$ cat src/rtl/cap_pkg.sv
package cap_pkg;

    parameter int          CAP_NCH  = 7;
    parameter int          CAP_DW   = 16;
    parameter int          CAP_AW   = 8;
    parameter logic [7:0]  CAP_BASE = 8'h17;

    typedef enum logic [1:0] {
        ST_IDLE  = 2'd0,
        ST_REQ   = 2'd1,
        ST_WAIT  = 2'd2,
        ST_DRAIN = 2'd3
    } cap_state_e;

    typedef struct packed {
        logic vld;
        logic err;
    } rsp_flags_t;

endpackage

$ cat src/rtl/cap_pick.sv
module cap_pick #(
    parameter int N  = 7,
    parameter int IW = 3
) (
    input  logic [N-1:0]  vec,
    output logic [IW-1:0] idx
);
    always_comb begin
        idx = '0;
        for (int i = N - 1; i >= 0; i--) begin
            if (vec[i]) idx = IW'(i);
        end
    end
endmodule

$ cat src/rtl/cap_buf.sv
module cap_buf #(
    parameter int N  = 7,
    parameter int DW = 16,
    parameter int PW = 3
) (
    input  logic          clk,
    input  logic          wr_en,
    input  logic [PW-1:0] wr_ptr,
    input  logic [DW-1:0] wr_data,
    input  logic [PW-1:0] rd_ptr,
    output logic [DW-1:0] rd_data
);
    logic [DW-1:0] slot [N];

    for (genvar g = 0; g < N; g++) begin : g_slot
        always_ff @(posedge clk) begin
            if (wr_en && wr_ptr == PW'(g)) slot[g] <= wr_data;
        end
    end

    always_comb begin
        rd_data = '0;
        for (int i = 0; i < N; i++) begin
            if (rd_ptr == PW'(i)) rd_data = slot[i];
        end
    end
endmodule

$ cat src/rtl/cap_reader.sv
module cap_reader
    import cap_pkg::*;
#(
    parameter int              NCH  = CAP_NCH,
    parameter int              DW   = CAP_DW,
    parameter int              AW   = CAP_AW,
    parameter logic [AW-1:0]   BASE = CAP_BASE
) (
    input  logic           clk,
    input  logic           rst,
    input  logic           trig,
    input  logic [NCH-1:0] ch_en,
    output logic           rd_req_valid,
    output logic [AW-1:0]  rd_addr,
    output logic           rd_capture,
    input  logic           rd_rsp_valid,
    input  logic           rd_rsp_err,
    input  logic [DW-1:0]  rd_rsp_data,
    output logic           smp_valid,
    output logic [DW-1:0]  smp_data,
    output logic           smp_last,
    output logic           overrun
);
    localparam int IW = (NCH > 1) ? $clog2(NCH) : 1;
    localparam int CW = $clog2(NCH + 1);

    cap_state_e     st;
    logic [NCH-1:0] pend;
    logic [NCH-1:0] pend_clr;
    logic           first;
    logic [CW-1:0]  wcnt;
    logic [CW-1:0]  rptr;
    logic [IW-1:0]  cur;
    logic           ovr_q;
    rsp_flags_t     rsp;
    logic           store;

    assign rsp.vld = rd_rsp_valid;
    assign rsp.err = rd_rsp_err;

    cap_pick #(.N(NCH), .IW(IW)) i_pick (
        .vec (pend),
        .idx (cur)
    );

    assign pend_clr = pend & ~(NCH'(1) << cur);
    assign store    = (st == ST_WAIT) && rsp.vld && !rsp.err;

    cap_buf #(.N(NCH), .DW(DW), .PW(CW)) i_buf (
        .clk     (clk),
        .wr_en   (store),
        .wr_ptr  (wcnt),
        .wr_data (rd_rsp_data),
        .rd_ptr  (rptr),
        .rd_data (smp_data)
    );

    always_ff @(posedge clk) begin
        if (rst) begin
            st    <= ST_IDLE;
            pend  <= '0;
            first <= 1'b0;
            wcnt  <= '0;
            rptr  <= '0;
            ovr_q <= 1'b0;
        end else begin
            ovr_q <= trig && (st != ST_IDLE);
            case (st)
                ST_IDLE: begin
                    if (trig && (|ch_en)) begin
                        pend  <= ch_en;
                        first <= 1'b1;
                        wcnt  <= '0;
                        st    <= ST_REQ;
                    end
                end
                ST_REQ: st <= ST_WAIT;
                ST_WAIT: begin
                    if (rsp.vld) begin
                        if (rsp.err) begin
                            st <= ST_IDLE;
                        end else begin
                            pend  <= pend_clr;
                            first <= 1'b0;
                            wcnt  <= wcnt + CW'(1);
                            if (pend_clr == '0) begin
                                rptr <= '0;
                                st   <= ST_DRAIN;
                            end else begin
                                st <= ST_REQ;
                            end
                        end
                    end
                end
                ST_DRAIN: begin
                    rptr <= rptr + CW'(1);
                    if (smp_last) st <= ST_IDLE;
                end
                default: st <= ST_IDLE;
            endcase
        end
    end

    assign rd_req_valid = (st == ST_REQ);
    assign rd_addr      = BASE + AW'(cur);
    assign rd_capture   = (st == ST_REQ) && first;
    assign smp_valid    = (st == ST_DRAIN);
    assign smp_last     = (st == ST_DRAIN) && (rptr == wcnt - CW'(1));
    assign overrun      = ovr_q;
endmodule

$ cat config.mk
export PLATFORM = sky130hd
export DESIGN_NAME = cap_reader
export DESIGN_NICKNAME = d
export VERILOG_FILES = /design/src/rtl/cap_pkg.sv /design/src/rtl/cap_pick.sv /design/src/rtl/cap_buf.sv /design/src/rtl/cap_reader.sv
export SDC_FILE = /design/constraint.sdc
export NUM_CORES = 1
export LEC_CHECK = 0
export BUFFER_PORTS_ARGS = -buffer_cell sky130_fd_sc_hd__buf_2
export CAP_MARGIN = 20
export CORE_MARGIN = 1.5
export CORE_UTILIZATION = 35
export DETAILED_ROUTE_END_ITERATION = 6
export PLACE_DENSITY_LB_ADDON = 0.2
export SLEW_MARGIN = 30
export SYNTH_ARGS = -nofsm -noshare
export SYNTH_HDL_FRONTEND = slang
export SYNTH_HIERARCHICAL = 1
export SYNTH_SLANG_ARGS = --single-unit
$ cat constraint.sdc
create_clock -name clk -period 2.9 [get_ports clk]
set_clock_uncertainty 0.1 [all_clocks]
set_input_delay 0.435 -clock clk [delete_from_list [all_inputs] [get_ports clk]]
set_output_delay 0.435 -clock clk [all_outputs]
set_load 0.01 [all_outputs]
==> flow_results.org <==
** Pwr
- Switching power summed over all nets :: 0.000896 W
- The share of total power dissipated in sequential elements is 48.3%.
- Internal power consumption :: 0.00337 W
- Combinational logic is responsible for 6.1% of the overall power.
- Across the VDD grid, the largest voltage drop is 406 µV.
- Share of power burned in the clock network :: 45.6%
- Dividing total power by cell area gives a power density of 641 nW/µm².
- In this run switching power makes up 21.0% of total power.
- Static power due to leakage :: 2.27 nW

** Critical path
- Required time of the worst setup path :: 2370 ps
- Critical Path Start Type :: register
- Among cell families on the critical path, the largest total delay comes from simple AND/OR/NAND/NOR gates.
- Class of the most critical setup path :: register to output pin
- In this run the worst path has a maximum fanout of 11.
- Cell type of the slowest stage on the worst timing path :: nor2b_2
- The critical path contains buffers and inverters numbering 2 combined.
- Data on the critical path arrives at its endpoint at 2100 ps.
- Delay of the slowest cell on the worst path :: 700 ps
- Critical path endpoint category :: output pin
- The signal on the critical path passes through nor2b_2 > buf_4 > a221oi_2 > buf_2.

** Run status
- The run finished with clean final reports.

** Timing
- Based on the critical path, the design can be clocked at up to 0.379 GHz.
- The final critical path takes up 90.9% of the cycle.
- Final critical delay including setup and external delays :: 2640 ps
- For the pin with the worst max-slew slack, the measured transition is 762 ps.
- Setup violations remaining at the end of the flow were counted as 0.
- Fin. max-slew vios :: 0
- Setup repair after global routing left no endpoint under its margin.
- Setup TNS :: 0 ps
- Fin worst setup slack :: 265 ps
- Max-Slew Margin vs Limit :: 49.0%
- Fin. Hold Viols :: 0

** Synth
- Combinational family with the most area after synthesis :: compound AO/OA/AOI/OAI gates
- Mux contribution to synthesized area :: 8.58%
- Count of flip-flops with a built-in enable after synthesis :: 112
- Averaged over all synthesized cells, the footprint is 15.0 µm².
- After Yosys synthesis, XOR and XNOR cells account for 1.09% of the synthesized area.
- The synthesized design contains 129 register bits.
- Synthesized area :: 5600 µm²
- The synthesized netlist devotes 1.79% of its cell area to adder and majority cells.
- Fraction of synthesis flops using an asynchronous set or reset pin :: 0%
- The synthesized netlist devotes 11.5% of its cell area to compound gates.
- Synthesis handed over a netlist of 374 instances.
- Post-synthesis cell type count :: 44
- Summing the sequential cell areas from Yosys gives 66.1% of the chip area.
- Yosys Warn Count :: 6
- Simple-gate portion of the synthesized area :: 5.94%
- Top FF cell, synth :: edfxtp_1

** CTS
- CTS HTree Levels :: 4
- Clock latency on the worst-skew pair, taken at its later pin, is 420 ps.
- Number of buffers created by CTS :: 17
- Count of buffers added by post-CTS timing repair for setup :: 0
- Clock root buffer :: clkbuf_16
- TritonCTS built the clock tree.
- Clk buf depth :: 2
- Clock slew seen by the registers of the worst setup and hold paths :: 50 ps
- CTS sink cnt :: 129

** Floorplan
- Once the floorplan was initialized, standard cells occupied 35.5% of the core.
- IO Pins :: 57
- The die covers 16,800 µm².
- Die extent in y :: 130 µm
- # rows :: 46
- The core region is 15,800 µm².
- Horizontal die dimension :: 130 µm

** GRT
- Pin count of the biggest net entering global routing :: 28
- Total global routing track utilization :: 15.3%
- GR Overflow Total :: 0
- Via count of the first global-routing pass :: 3,284
- The first global-routing pass estimated 18,500 µm of wire.
- The initial antenna violation count is 0.

** Detailed routing
- Total wire length :: 11,700 µm
- The first detailed-routing pass ran for 4 iterations.
- Vias per std cell :: 4.86
- For this run, design rule violations remaining after detail routing come to 0.
- Via count :: 3,248
- In this run the remaining antenna-violating nets after routing total 0.
- After the first detailed-routing iteration, the DRC count stood at 158.
- Average wire length per cell after detail routing :: 17.5 µm

** Min path
- The path class of the tightest hold or removal check is input port to register.

** Placement
- After legalization and detailed placement, the total HPWL measured 7510 µm.
- Port Buffer Count :: 52
- Prior to clock tree synthesis, the placed netlist has a worst setup slack of 433 ps.
- At the end of routability-driven placement, the weighted congestion stood at 0.795.

** Job
- Max-cap violations in this run came to 0.

** Layout
- In the final design database the tool counted 478 nets.
- The number of antenna diodes in the final layout is 0.
- The area growth from synthesis to layout is 18.9%.
- Of the cells placed in the final design, the portion with a size suffix greater than 1 is 26.1%.
-- worst paths after layout --
| check | from | to | slack, ps | cells past startpoint |
|---|---|---|---|---|
| hold / removal | rd_rsp_data[4] | i_buf/slot[1][4] | 170 | 1 |
| setup / recovery | rptr[1] | smp_data[9] | 260 | 4 |
| hold reg to reg | first | first | 400 | 2 |
| setup reg to reg | pend[4] | rptr[2] | 560 | 10 |
-- routing by layer --
metal | vias to the layer above | track usage, % | routed length (µm)
met5 | - | 0 | 0
met3 | 18 | 4.79 | 564
met1 | 1594 | 17.7 | 4970
met4 | 0 | 6.67 | 212
met2 | 72 | 26.3 | 5970
li1 | 1564 | - | -
-- state kept, by name, summed over array words and instances (netlist names) --
register / flops
first: 1
i_buf/slot: 112
overrun: 1
pend: 7
rptr: 3
st: 2
wcnt: 3
-- through the flow --
stage                     hold slack (ps)  area, µm²  power [W]  utilization [%]  cells
after floorplan                       348       5610    0.00227                -    376
after global placement                377       6130    0.00236             38.9    639
after detailed placement              381       6130    0.00236             38.9    639
after CTS                             156       6660    0.00431             42.2    668
after global routing                  168       6660    0.00443             42.2    668
final                                 173       6660    0.00427             42.2    668
-- repair_timing --
action,in CTS,in global routing
resized for setup,1,0
hold buffers,0,0
endpoints found under the setup margin,3,0
-- power groups by stage --
stage | registers [W] | logic [W] | clock network (W)
floorplan | 0.00209 | 0.000177 | 0
global placement | 0.00210 | 0.000257 | 0
detailed placement | 0.00210 | 0.000261 | 0
CTS | 0.00206 | 0.000263 | 0.00199
global route | 0.00206 | 0.000292 | 0.00207
finish | 0.00206 | 0.000260 | 0.00195
-- Yosys cell counts (all sizes together) (3+ instances only) --
cell    instances  area (µm²)
a221oi         18         220
nor2           15        63.8
nand3           3        15.0
o211ai          4        30.0
a21oi          18        90.1
ha              8         100
buf            17         148
nand2b          9        66.3
nor3            7        46.3
mux2i          48         480
o21ai           6        30.0
edfxtp        112        3360
xor2            5        43.8
clkbuf          5        18.8
dfxtp          17         340
nand2          12        45.0
inv            28         105
o221a          16         180
nor2b           6        37.5
-- layout make-up --
| class | instances | area (µm²) |
|---|---|---|
| fillers | 1506 | 9110 |
| flip-flops and latches | 129 | 3710 |
| multi-input cells | 197 | 1650 |
| clock buffers | 20 | 437 |
| repair buffers | 69 | 400 |
| well taps | 216 | 270 |
| inverters | 28 | 105 |
| clock inverters | 9 | 93.8 |
-- layout by cell type, fill, tap and decap left out, types with 3 or more instances in the layout --
cell,netlist,layout
a21oi_1,18,18
o21ai_0,6,6
nor2b_1,6,5
mux2i_1,48,48
a221oi_2,10,10
nor3_1,6,4
buf_2,4,52
clkbuf_1,5,3
buf_4,5,16
o211ai_1,4,4
nand2b_1,7,7
clkbuf_16,0,17
nor2_1,14,14
xor2_1,5,5
edfxtp_1,112,112
nand2_1,12,12
dfxtp_1,17,16
inv_1,28,28
o221a_1,10,10
conb_1,2,4
ha_1,8,8
o221a_2,6,6
clkinv_1,0,4
nand3_1,3,3
a221oi_1,8,8
-- logic make-up after synthesis --
logic type               Yosys count
multiplexers                      48
AO/OA/AOI/OAI                     72
AND/OR/NAND/NOR                   58
flip-flops                       129
adder cells (fa/ha/maj)            8
other                              2
XOR/XNOR                           7
buffers and inverters             50
Note: power is estimated with default switching activity, not from simulation.
